File: src/rtl/pio_pkg.sv
package pio_pkg;
  localparam int unsigned DW = 8;

  // Host address decode; the order is fixed by the register map
  typedef enum logic [1:0] {
    SEL_A   = 2'd0,
    SEL_B   = 2'd1,
    SEL_C   = 2'd2,
    SEL_CTL = 2'd3
  } sel_e;

  // Configuration word, MSB first to match the bit positions decoded
  typedef struct packed {
    logic       cfg_flag;  // bit 7
    logic [1:0] grp_a_md;  // bits 6:5, kept only
    logic       a_in;      // bit 4
    logic       cu_in;     // bit 3
    logic       grp_b_md;  // bit 2, kept only
    logic       b_in;      // bit 1
    logic       cl_in;     // bit 0
  } cfg_t;

  localparam logic [7:0] CFG_RST   = 8'h9B;
  localparam logic [7:0] CTL_RDVAL = 8'hFF;
endpackage

File: src/rtl/pio_rst_sync.sv
module pio_rst_sync #(
  parameter int unsigned STAGES = 2
) (
  input  logic clk,
  input  logic rst_n,
  output logic rst_sync_n
);
  logic [STAGES-1:0] chain_q;

  always_ff @(posedge clk or negedge rst_n) begin
    if (!rst_n) chain_q <= '0;
    else        chain_q <= {chain_q[STAGES-2:0], 1'b1};
  end

  assign rst_sync_n = chain_q[STAGES-1];
endmodule

File: src/rtl/pio_cfg_reg.sv
module pio_cfg_reg
  import pio_pkg::*;
(
  input  logic          clk,
  input  logic          rst_n,
  input  logic          cfg_we,
  input  logic [DW-1:0] wdata,
  output cfg_t          cfg
);
  cfg_t cfg_q, cfg_d;

  always_comb begin
    cfg_d = cfg_q;
    if (cfg_we) cfg_d = cfg_t'(wdata);
  end

  always_ff @(posedge clk or negedge rst_n) begin
    if (!rst_n)      cfg_q <= cfg_t'(CFG_RST);
    else if (cfg_we) cfg_q <= cfg_d;
  end

  assign cfg = cfg_q;
endmodule

File: src/rtl/pio_port_reg.sv
module pio_port_reg #(
  parameter int unsigned W      = 8,
  parameter bit          BIT_OP = 1'b0,
  localparam int unsigned SELW  = $clog2(W)
) (
  input  logic            clk,
  input  logic            rst_n,
  input  logic            clear,
  input  logic            load,
  input  logic            bit_we,
  input  logic [SELW-1:0] bit_sel,
  input  logic            bit_val,
  input  logic [W-1:0]    wdata,
  output logic [W-1:0]    q
);
  logic [W-1:0] q_r, q_d;
  logic         en;

  assign en = clear | load | (BIT_OP & bit_we);

  always_comb begin
    q_d = q_r;
    if (clear)                 q_d = '0;
    else if (load)             q_d = wdata;
    else if (BIT_OP && bit_we) q_d[bit_sel] = bit_val;
  end

  always_ff @(posedge clk or negedge rst_n) begin
    if (!rst_n)  q_r <= '1;
    else if (en) q_r <= q_d;
  end

  assign q = q_r;
endmodule

File: src/rtl/pio_rd_mux.sv
module pio_rd_mux
  import pio_pkg::*;
(
  input  logic [1:0]    addr,
  input  cfg_t          cfg,
  input  logic [DW-1:0] a_lat,
  input  logic [DW-1:0] b_lat,
  input  logic [DW-1:0] c_lat,
  input  logic [DW-1:0] a_pin,
  input  logic [DW-1:0] b_pin,
  input  logic [DW-1:0] c_pin,
  output logic [DW-1:0] rd_val
);
  localparam int unsigned HW = DW / 2;
  logic [DW-1:0] a_src, b_src, c_src;

  assign a_src = cfg.a_in ? a_pin : a_lat;
  assign b_src = cfg.b_in ? b_pin : b_lat;
  assign c_src = {cfg.cu_in ? c_pin[DW-1:HW] : c_lat[DW-1:HW],
                  cfg.cl_in ? c_pin[HW-1:0]  : c_lat[HW-1:0]};

  always_comb begin
    unique case (sel_e'(addr))
      SEL_A:   rd_val = a_src;
      SEL_B:   rd_val = b_src;
      SEL_C:   rd_val = c_src;
      default: rd_val = CTL_RDVAL;
    endcase
  end
endmodule

File: src/rtl/pio_ctrl.sv
module pio_ctrl
  import pio_pkg::*;
(
  input  logic          clk,
  input  logic          rst_n,
  input  logic          cs,
  input  logic [1:0]    addr,
  input  logic          rd,
  input  logic          wr,
  input  logic [DW-1:0] wdata,
  output logic [DW-1:0] rdata,
  input  logic [DW-1:0] pa_in,
  output logic [DW-1:0] pa_out,
  output logic [DW-1:0] pa_oe,
  input  logic [DW-1:0] pb_in,
  output logic [DW-1:0] pb_out,
  output logic [DW-1:0] pb_oe,
  input  logic [DW-1:0] pc_in,
  output logic [DW-1:0] pc_out,
  output logic [DW-1:0] pc_oe
);
  localparam int unsigned SELW = $clog2(DW);
  localparam int unsigned HW   = DW / 2;
  localparam int unsigned NP   = 3;

  logic          rst_sync_n;
  logic          host_wr, ctl_wr, cfg_we, bit_we;
  logic [NP-1:0] port_ld;
  logic [DW-1:0] lat [NP];
  logic [DW-1:0] rd_val;
  cfg_t          cfg;

  pio_rst_sync #(.STAGES(2)) u_rst (
    .clk(clk), .rst_n(rst_n), .rst_sync_n(rst_sync_n)
  );

  // Host write decode
  assign host_wr = cs & wr;
  assign ctl_wr  = host_wr & (sel_e'(addr) == SEL_CTL);
  assign cfg_we  = ctl_wr & wdata[DW-1];
  assign bit_we  = ctl_wr & ~wdata[DW-1];

  pio_cfg_reg u_cfg (
    .clk(clk), .rst_n(rst_sync_n), .cfg_we(cfg_we), .wdata(wdata), .cfg(cfg)
  );

  // One latch per data port; only port C takes the bit command
  for (genvar p = 0; p < NP; p++) begin : g_port
    assign port_ld[p] = host_wr & (addr == 2'(p));
    pio_port_reg #(.W(DW), .BIT_OP(p == 2)) u_lat (
      .clk    (clk),
      .rst_n  (rst_sync_n),
      .clear  (cfg_we),
      .load   (port_ld[p]),
      .bit_we (bit_we),
      .bit_sel(wdata[SELW:1]),
      .bit_val(wdata[0]),
      .wdata  (wdata),
      .q      (lat[p])
    );
  end

  assign pa_out = lat[0];
  assign pb_out = lat[1];
  assign pc_out = lat[2];

  assign pa_oe = {DW{~cfg.a_in}};
  assign pb_oe = {DW{~cfg.b_in}};
  assign pc_oe = {{HW{~cfg.cu_in}}, {HW{~cfg.cl_in}}};

  pio_rd_mux u_rmux (
    .addr(addr), .cfg(cfg),
    .a_lat(lat[0]), .b_lat(lat[1]), .c_lat(lat[2]),
    .a_pin(pa_in), .b_pin(pb_in), .c_pin(pc_in),
    .rd_val(rd_val)
  );

  assign rdata = (cs & rd) ? rd_val : '0;
endmodule

File: config.mk
export PLATFORM = sky130hd
export DESIGN_NAME = pio_ctrl
export DESIGN_NICKNAME = d
export VERILOG_FILES = /design/src/rtl/pio_pkg.sv /design/src/rtl/pio_rst_sync.sv /design/src/rtl/pio_cfg_reg.sv /design/src/rtl/pio_port_reg.sv /design/src/rtl/pio_rd_mux.sv /design/src/rtl/pio_ctrl.sv
export SDC_FILE = /design/constraint.sdc
export NUM_CORES = 1
export LEC_CHECK = 0
export ABC_AREA = 1
export BUFFER_PORTS_ARGS = -buffer_cell sky130_fd_sc_hd__buf_2
export CAP_MARGIN = 40
export CORE_MARGIN = 5
export CORE_UTILIZATION = 48
export DETAILED_ROUTE_END_ITERATION = 10
export GPL_TIMING_DRIVEN = 0
export MAX_ROUTING_LAYER = met4
export PLACE_DENSITY = 0.8
export SYNTH_ARGS = -nofsm -noshare
export SYNTH_HDL_FRONTEND = slang
export SYNTH_SLANG_ARGS = --single-unit
File: constraint.sdc
create_clock -name clk -period 1.7 [get_ports clk]
set_input_delay 0.255 -clock clk [delete_from_list [all_inputs] [get_ports clk]]
set_output_delay 0.255 -clock clk [all_outputs]
set_load 0.1 [all_outputs]
==> run_results.csv, run 1 <==
group,metric,value,unit
placed_design,gp_routability_congestion,0.8768,
finish,insertedDiodeCount,0,
finish,fillers,211,
floorplan,dieArea,6096,sq um
timing,setup_slack,-378.8,ps
critical_path,critical_path.endpoint_type,"output pin",
detailed_routing,drt_pass1_iterations,6,
floorplan,die_w,78.08,microns
detailed_routing,detailedRoute.firstIterationViolations,404,
critical_path,crit_arrival,1820,ps
detailed_routing,drc_errors,0,
critical_path,cpPeakStageDelay,560,ps
logic_synthesis,syn_area,2225,sq um
logic_synthesis,synth.largest_area_cell,"sky130_fd_sc_hd__dfstp_2",
timing,final_setup_vio_count,28,
finish,area_growth_syn_to_layout,73.17,%
pwr,leakagePower,1.893,nW
critical_path,r2r.worst_path.cells,3,
outcome,outcome,"finished, violations left",
run,max_cap_violations,0,
logic_synthesis,synth_sequential_area_ratio,35.32,%
clock_tree,clk_transition_reported_paths,70,ps
placed_design,place_hpwl,5.511,mm
critical_path,path_cells,"clkinv_4 > clkbuf_16 > o211ai_1 > nand2_1 > nor2_2 > nor2_4 > buf_12",
timing,fmaxAchievable,0.4810,GHz
global_route,grt_max_degree,20,
logic_synthesis,ys_ff_latch,30,
timing,final_critical_path_share_of_the_clock_period,122.3,%
global_route,overflow_after_grt,0,
timing,worst_hold_slack,216.8,ps
detailed_routing,route.antenna.remaining_nets,0,
global_route,globalRouteTotalUtil,31.45,%
logic_synthesis,synth_cells,325,
clock_tree,cts_tree,"done",
logic_synthesis,synth_cell_type_count,26,
detailed_routing,detail_route.wl_per_cell,19.52,microns
clock_tree,cts-htree-levels,2,
critical_path,crit_path_max_fo,5,
logic_synthesis,syn_area_per_cell,6.845,sq um
timing,finalMaxSlewViolations,0,
logic_synthesis,syn_nets,364,
finish,fraction_of_layout_cells_with_a_size_suffix_above_1,48.98,%
floorplan,dieHeight,78.08,microns
floorplan,initial_utilization,50.40,%
timing,final_period_minus_worst_setup_slack,2079,ps
pwr,power.ir.vdd_worst,0.8947,mV
finish,final_core_util,87.27,%
placed_design,io_buffer_count,92,
critical_path,startpoint_type,"register",
global_route,wire_length_of_the_first_global_routing_pass,14.66,mm
timing,slew_headroom,43.28,%
timing,timing_worst_slew_pin_value,848.8,ps
timing,timing.setup.tns,-3751,ps
outcome,failed_checks,"negative setup slack",
logic_synthesis,yosys_warnings,0,
floorplan,fp-row-count,24,
critical_path,critical-path-slowest-cell,"sky130_fd_sc_hd__dfstp_2",
critical_path,cp.required,1440,ps
clock_tree,tritoncts.num_buffers,5,
clock_tree,number_of_clock_sinks,30,
floorplan,ios,95,
logic_synthesis,yosys.area.top_type_share,33.07,%
finish,design.final.nets,481,
critical_path,r2r_slack,460,ps
critical_path,criticalPathCategory,"reg2out",
clock_tree,ctsLongestPathBuffers,2,
floorplan,floorplan.core_area,4414,sq um
timing,count_of_endpoints_failing_hold_in_the_final_timing_report,0,
detailed_routing,routed_wirelength,9.662,mm
clock_tree,worst_skew_pair.late_latency,300,ps
placed_design,postPlaceCellArea,2964,sq um
pwr,report.power.total,6.086,mW
detailed_routing,avgViaCountPerCell,5.913,
clock_tree,cts_root_buf,"sky130_fd_sc_hd__clkbuf_8",
pwr,power.density_cell_area,1580,nW/um^2
logic_synthesis,leading_post_synthesis_cells_by_cell_area,"sky130_fd_sc_hd__dfstp_2, sky130_fd_sc_hd__nand2_1, sky130_fd_sc_hd__buf_4",
timing,rsz0062_at_grt,"true",
global_route,grt_antenna_before_repair,0,
global_route,grt_pass1_vias,2831,
finish,finish.instance_area,3852,sq um
timing,skew,6.099,ps
min_path,depth_of_the_worst_hold_timing_path,3,
detailed_routing,route.vias.total,2927,
min_path,hold_class,"in2reg",
## kinds of logic after synthesis
logic type	synth area share, %
AND/OR/NAND/NOR	35.10
buffers and inverters	15.13
AO/OA/AOI/OAI	14.29
flip-flops	35.32
other	0.1686
## final cells by class
type | count | area, sq um | area share [%]
plain buffers | 29 | 330.3 | 8.574
clock buffers | 6 | 82.58 | 2.144
clock inverters | 2 | 12.51 | 0.3248
inverters | 30 | 127.6 | 3.313
multi-input cells | 236 | 1205 | 31.28
flip-flops and latches | 30 | 875.8 | 22.73
well taps | 52 | 65.06 | 1.689
repair buffers | 110 | 1154 | 29.94
## critical path: cells and delay by family, from the launching register on
kind / cells / cell delay (ps)
DFF: 1 / 560
AOI/OAI and AO/OA: 1 / 180
and+or+nand+nor: 3 / 360
buffers and inverters: 3 / 430
## per-stage QoR
step | instances | setup slack (ps)
after floorplan | 325 | -215.2
after global placement | 469 | -465.0
after CTS | 493 | -348.1
after global routing | 495 | -453.7
final | 495 | -378.8
after detailed placement | 470 | -458.2
## power breakdown
group | switching (mW) | internal (mW)
clock network | 0.300 | 0.325
registers | 0.137 | 1.05
logic | 2.95 | 1.32
## Yosys cell counts, drive strengths merged
cell / n
o211ai: 13
buf: 28
dfstp: 28
o22ai: 2
clkinv: 1
a31oi: 6
nor2: 47
dfrtp: 2
o21ai: 32
conb: 1
nand3: 20
a21oi: 2
nand4: 1
inv: 29
clkbuf: 1
nand2: 111
or2: 1
## worst paths after layout
path | start | end
max | u_cfg.cfg[1] | rdata[3]
min reg2reg | u_rst.chain_q[0] | u_rst.chain_q[1]
min in group asynchronous | rst_n | u_rst.chain_q[1]
min | wdata[4] | u_cfg.cfg[4]
max reg2reg | u_cfg.cfg[3] | u_cfg.cfg[3]
max in group asynchronous | u_rst.chain_q[1] | u_cfg.cfg[3]
## registers in the layout (all words and copies together) (netlist names)
| register | flops |
|---|---|
| g_port.u_lat.q | 24 |
| u_cfg.cfg | 4 |
| u_rst.chain_q | 2 |
## cell usage in the layout, fill, tap and decap left out, types with 4 or more instances in the layout
cell                       netlist  layout
sky130_fd_sc_hd__nand2_2         4       4
sky130_fd_sc_hd__buf_12          0      31
sky130_fd_sc_hd__nand3_2         5       5
sky130_fd_sc_hd__dfstp_2        28       4
sky130_fd_sc_hd__inv_1          26      23
sky130_fd_sc_hd__nand3_1        15      15
sky130_fd_sc_hd__nand2_1       106     106
sky130_fd_sc_hd__o21ai_0        25      20
sky130_fd_sc_hd__o21ai_1         7       8
sky130_fd_sc_hd__dfstp_4         0      24
sky130_fd_sc_hd__o211ai_1       13      13
sky130_fd_sc_hd__o21ai_2         0       4
sky130_fd_sc_hd__buf_2           2      61
sky130_fd_sc_hd__a31oi_1         6       6
sky130_fd_sc_hd__nor2_2          1       8
sky130_fd_sc_hd__nor2_4          4      13
sky130_fd_sc_hd__clkbuf_8        0       7
sky130_fd_sc_hd__buf_4          22       7
sky130_fd_sc_hd__nor2_1         42      26
sky130_fd_sc_hd__buf_6           4      33
## what timing repair did
item | in CTS | in global routing
hold endpoints to repair | 2 | 0
setup endpoints to repair | 30 | 32
resized for setup | 158 | 22
pin swaps | 10 | 13
gates cloned | 2 | 0
setup buffers | 12 | 7
hold buffers | 1 | 0
## per-layer routing
layer	share of wire (%)	global-route usage, %	wire (microns)
met5	0	-	0
met4	4.9	13.34	473
met3	12	7.208	1139
met2	46	50.83	4427
met1	37	37.56	3622
(Power assumes the default switching activity.)
==> run 2, diff against run 1 <==
--- a/config.mk
+++ b/config.mk
@@ -5,11 +5,10 @@
 export SDC_FILE = /design/constraint.sdc
 export NUM_CORES = 1
 export LEC_CHECK = 0
-export ABC_AREA = 1
 export BUFFER_PORTS_ARGS = -buffer_cell sky130_fd_sc_hd__buf_2
 export CAP_MARGIN = 40
 export CORE_MARGIN = 5
-export CORE_UTILIZATION = 48
+export CORE_UTILIZATION = 47
 export DETAILED_ROUTE_END_ITERATION = 10
 export GPL_TIMING_DRIVEN = 0
 export MAX_ROUTING_LAYER = met4
==> run_results.csv, run 2 <==
group,metric,value,unit
clock_tree,worst_skew_pair.late_latency,290,ps
detailed_routing,route.antenna.remaining_nets,0,
clock_tree,number_of_clock_sinks,30,
critical_path,crit_arrival,1800,ps
critical_path,r2r.worst_path.cells,3,
floorplan,die_w,76.78,microns
logic_synthesis,synth_edf_count,0,
critical_path,cp.required,1440,ps
timing,fmaxAchievable,0.4876,GHz
timing,skew,5.407,ps
placed_design,gp_routability_congestion,0.8593,
global_route,wire_length_of_the_first_global_routing_pass,10.70,mm
timing,final_setup_vio_count,24,
timing,timing.setup.tns,-6691,ps
floorplan,fp-row-count,24,
logic_synthesis,ys_ff_latch,30,
run,max_cap_violations,0,
logic_synthesis,yosys_warnings,0,
critical_path,criticalPathCategory,"reg2out",
finish,largest_reg_flops,24,
min_path,depth_of_the_worst_hold_timing_path,3,
critical_path,cpPeakStageDelay,550,ps
logic_synthesis,ys_dominant_reg_cell,"sky130_fd_sc_hd__dfstp_2",
global_route,grt_antenna_before_repair,0,
finish,fraction_of_layout_cells_with_a_size_suffix_above_1,61.37,%
finish,final_cell_count_no_fill,373,
logic_synthesis,synth.most_common_cell,"sky130_fd_sc_hd__mux2i_1",
logic_synthesis,asyncSetResetFlopFracSynth,100.0,%
global_route,grt_max_degree,20,
critical_path,critical_path.endpoint_type,"output pin",
placed_design,place_hpwl,4.622,mm
logic_synthesis,syn_area,2096,sq um
finish,layout_commonest_cell,"sky130_fd_sc_hd__buf_2",
finish,layout_common_cells,"sky130_fd_sc_hd__buf_2, sky130_fd_sc_hd__mux2i_1, sky130_fd_sc_hd__buf_12, sky130_fd_sc_hd__dfstp_4, sky130_fd_sc_hd__buf_6",
pwr,power.ir.vdd_worst,0.7738,mV
global_route,globalRouteTotalUtil,23.29,%
finish,insertedDiodeCount,0,
clock_tree,ctsLongestPathBuffers,2,
clock_tree,clk_transition_reported_paths,70,ps
logic_synthesis,yosys.area.top_type_share,35.10,%
logic_synthesis,syn_area_per_cell,10.03,sq um
detailed_routing,detail_route.wl_per_cell,19.52,microns
logic_synthesis,synth_cells,209,
global_route,overflow_after_grt,0,
pwr,power.density_cell_area,1632,nW/um^2
clock_tree,cts_tree,"done",
logic_synthesis,synth.largest_area_cell,"sky130_fd_sc_hd__dfstp_2",
logic_synthesis,synth_sequential_area_ratio,37.49,%
detailed_routing,routed_wirelength,7.280,mm
detailed_routing,drt_pass1_iterations,6,
floorplan,dieArea,5894,sq um
timing,final_period_minus_worst_setup_slack,2051,ps
pwr,leakagePower,1.605,nW
floorplan,dieHeight,76.78,microns
detailed_routing,route.vias.total,2117,
timing,timing_worst_slew_pin_value,615.3,ps
detailed_routing,avgViaCountPerCell,5.676,
logic_synthesis,leading_post_synthesis_cells_by_cell_area,"sky130_fd_sc_hd__dfstp_2, sky130_fd_sc_hd__mux2i_1, sky130_fd_sc_hd__buf_4",
detailed_routing,drc_errors,0,
floorplan,ios,95,
floorplan,initial_utilization,48.13,%
logic_synthesis,synthTopCellsByCount,"sky130_fd_sc_hd__mux2i_1, sky130_fd_sc_hd__dfstp_2, sky130_fd_sc_hd__buf_4, sky130_fd_sc_hd__nand2_1, sky130_fd_sc_hd__a21oi_1",
timing,final_critical_path_share_of_the_clock_period,120.6,%
critical_path,crit_path_max_fo,10,
placed_design,detailedPlace.worstSlack,-319.2,ps
clock_tree,cts-htree-levels,2,
global_route,grt_pass1_vias,2043,
critical_path,path_cells,"buf_12 > mux2i_1 > mux2i_1 > o221a_4 > buf_12",
finish,final-seq-area,864.6,sq um
finish,final_core_util,81.06,%
finish,area_growth_syn_to_layout,68.42,%
clock_tree,tritoncts.num_buffers,5,
timing,rsz0062_at_grt,"true",
outcome,outcome,"finished, violations left",
finish,fillers,239,
logic_synthesis,syn_nets,248,
outcome,failed_checks,"negative setup slack",
floorplan,floorplan.core_area,4354,sq um
placed_design,io_buffer_count,93,
critical_path,startpoint_type,"register",
logic_synthesis,synth_cell_type_count,40,
finish,multi_input_comb_area,1140,sq um
placed_design,numPlacedInstances,355,
timing,setup_slack,-351.0,ps
min_path,hold_class,"in2reg",
critical_path,critical-path-slowest-cell,"sky130_fd_sc_hd__dfstp_2",
timing,count_of_endpoints_failing_hold_in_the_final_timing_report,0,
timing,slew_headroom,58.98,%
finish,design.final.nets,359,
timing,finalMaxSlewViolations,0,
clock_tree,cts_root_buf,"sky130_fd_sc_hd__clkbuf_8",
detailed_routing,detailedRoute.firstIterationViolations,142,
==> run 2: cell count changes in the layout (fill, tap and decap cells not counted), sizes merged, moves of 14 or more <==
cell | before | now
inv | 27 | 5
mux2i | 0 | 33
nor2 | 47 | 9
a21oi | 2 | 16
nand2 | 111 | 17
o21ai | 32 | 4
nand3 | 20 | 2
==> run 2: path summary, 6_finish.rpt <==
| kind | from | to | slack, ps |
|---|---|---|---|
| max in group asynchronous | u_rst.chain_q[1] | g_port[1].u_lat.q[1] | 940 |
| max reg2reg | g_port[2].u_lat.q[0] | g_port[2].u_lat.q[0] | 460 |
| min | wdata[6] | g_port[1].u_lat.q[6] | 200 |
| min reg2reg | u_rst.chain_q[0] | u_rst.chain_q[1] | 370 |
| max | u_cfg.cfg[4] | rdata[1] | -350 |
| min in group asynchronous | rst_n | u_rst.chain_q[1] | 270 |
==> run 2: layer usage <==
layer / part of all wire (%) / vias up / track usage (%)
met3: 6.4 / 14 / 3.864
met1: 39 / 1021 / 27.86
met5: 0 / - / -
met2: 52 / 119 / 39.47
li1: - / 963 / -
met4: 2.6 / 0 / 8.042
==> run 2: cell families after synthesis <==
group | after synthesis | share of synthesized area (%)
multiplexers | 44 | 22.03
flip-flops | 30 | 37.49
AO/OA/AOI/OAI | 45 | 15.70
buffers and inverters | 42 | 12.60
AND/OR/NAND/NOR | 47 | 12.00
other | 1 | 0.1789
==> run 2: stage by stage <==
| step | cell area, sq um | power [mW] | hold WS (ps) |
|---|---|---|---|
| after floorplan | 2323 | 3.866 | -40.59 |
| after global routing | 3530 | 5.916 | 209.7 |
| after global placement | 2854 | 4.227 | 39.87 |
| after CTS | 3420 | 5.563 | 193.0 |
| final | 3530 | 5.759 | 196.5 |
| after detailed placement | 2882 | 4.269 | 43.25 |
==> run 2: critical path, delay by kind of cell, from the launching register on <==
kind                   cells  cell delay, ps
DFF                        1             550
muxes                      2             340
AOI/OAI and AO/OA          1             300
buffers and inverters      2             310
==> run 2: power breakdown <==
group	internal (mW)	total, mW	leakage (nW)	switching, mW
combinational	1.17	3.74	1.21	2.57
clock	0.580	0.867	0.0658	0.287
sequential	1.01	1.16	0.329	0.144
==> run 2: area by class of cell <==
type | count | area share, %
Clock inverter | 3 | 1.808
Clock buffer | 5 | 1.950
Sequential cell | 30 | 24.49
Multi-Input combinational cell | 137 | 32.29
Buffer | 34 | 9.465
Inverter | 8 | 1.170
Tap cell | 52 | 1.843
Timing Repair Buffer | 104 | 26.98
==> run 2: what timing repair did <==
action / in CTS / in global routing
gates cloned: 0 / 0
pin swaps: 0 / 0
hold buffers: 1 / 0
gates resized for setup: 94 / 22
endpoints found under the setup margin: 27 / 27
hold endpoints to repair: 2 / 0
setup buffers: 7 / 2
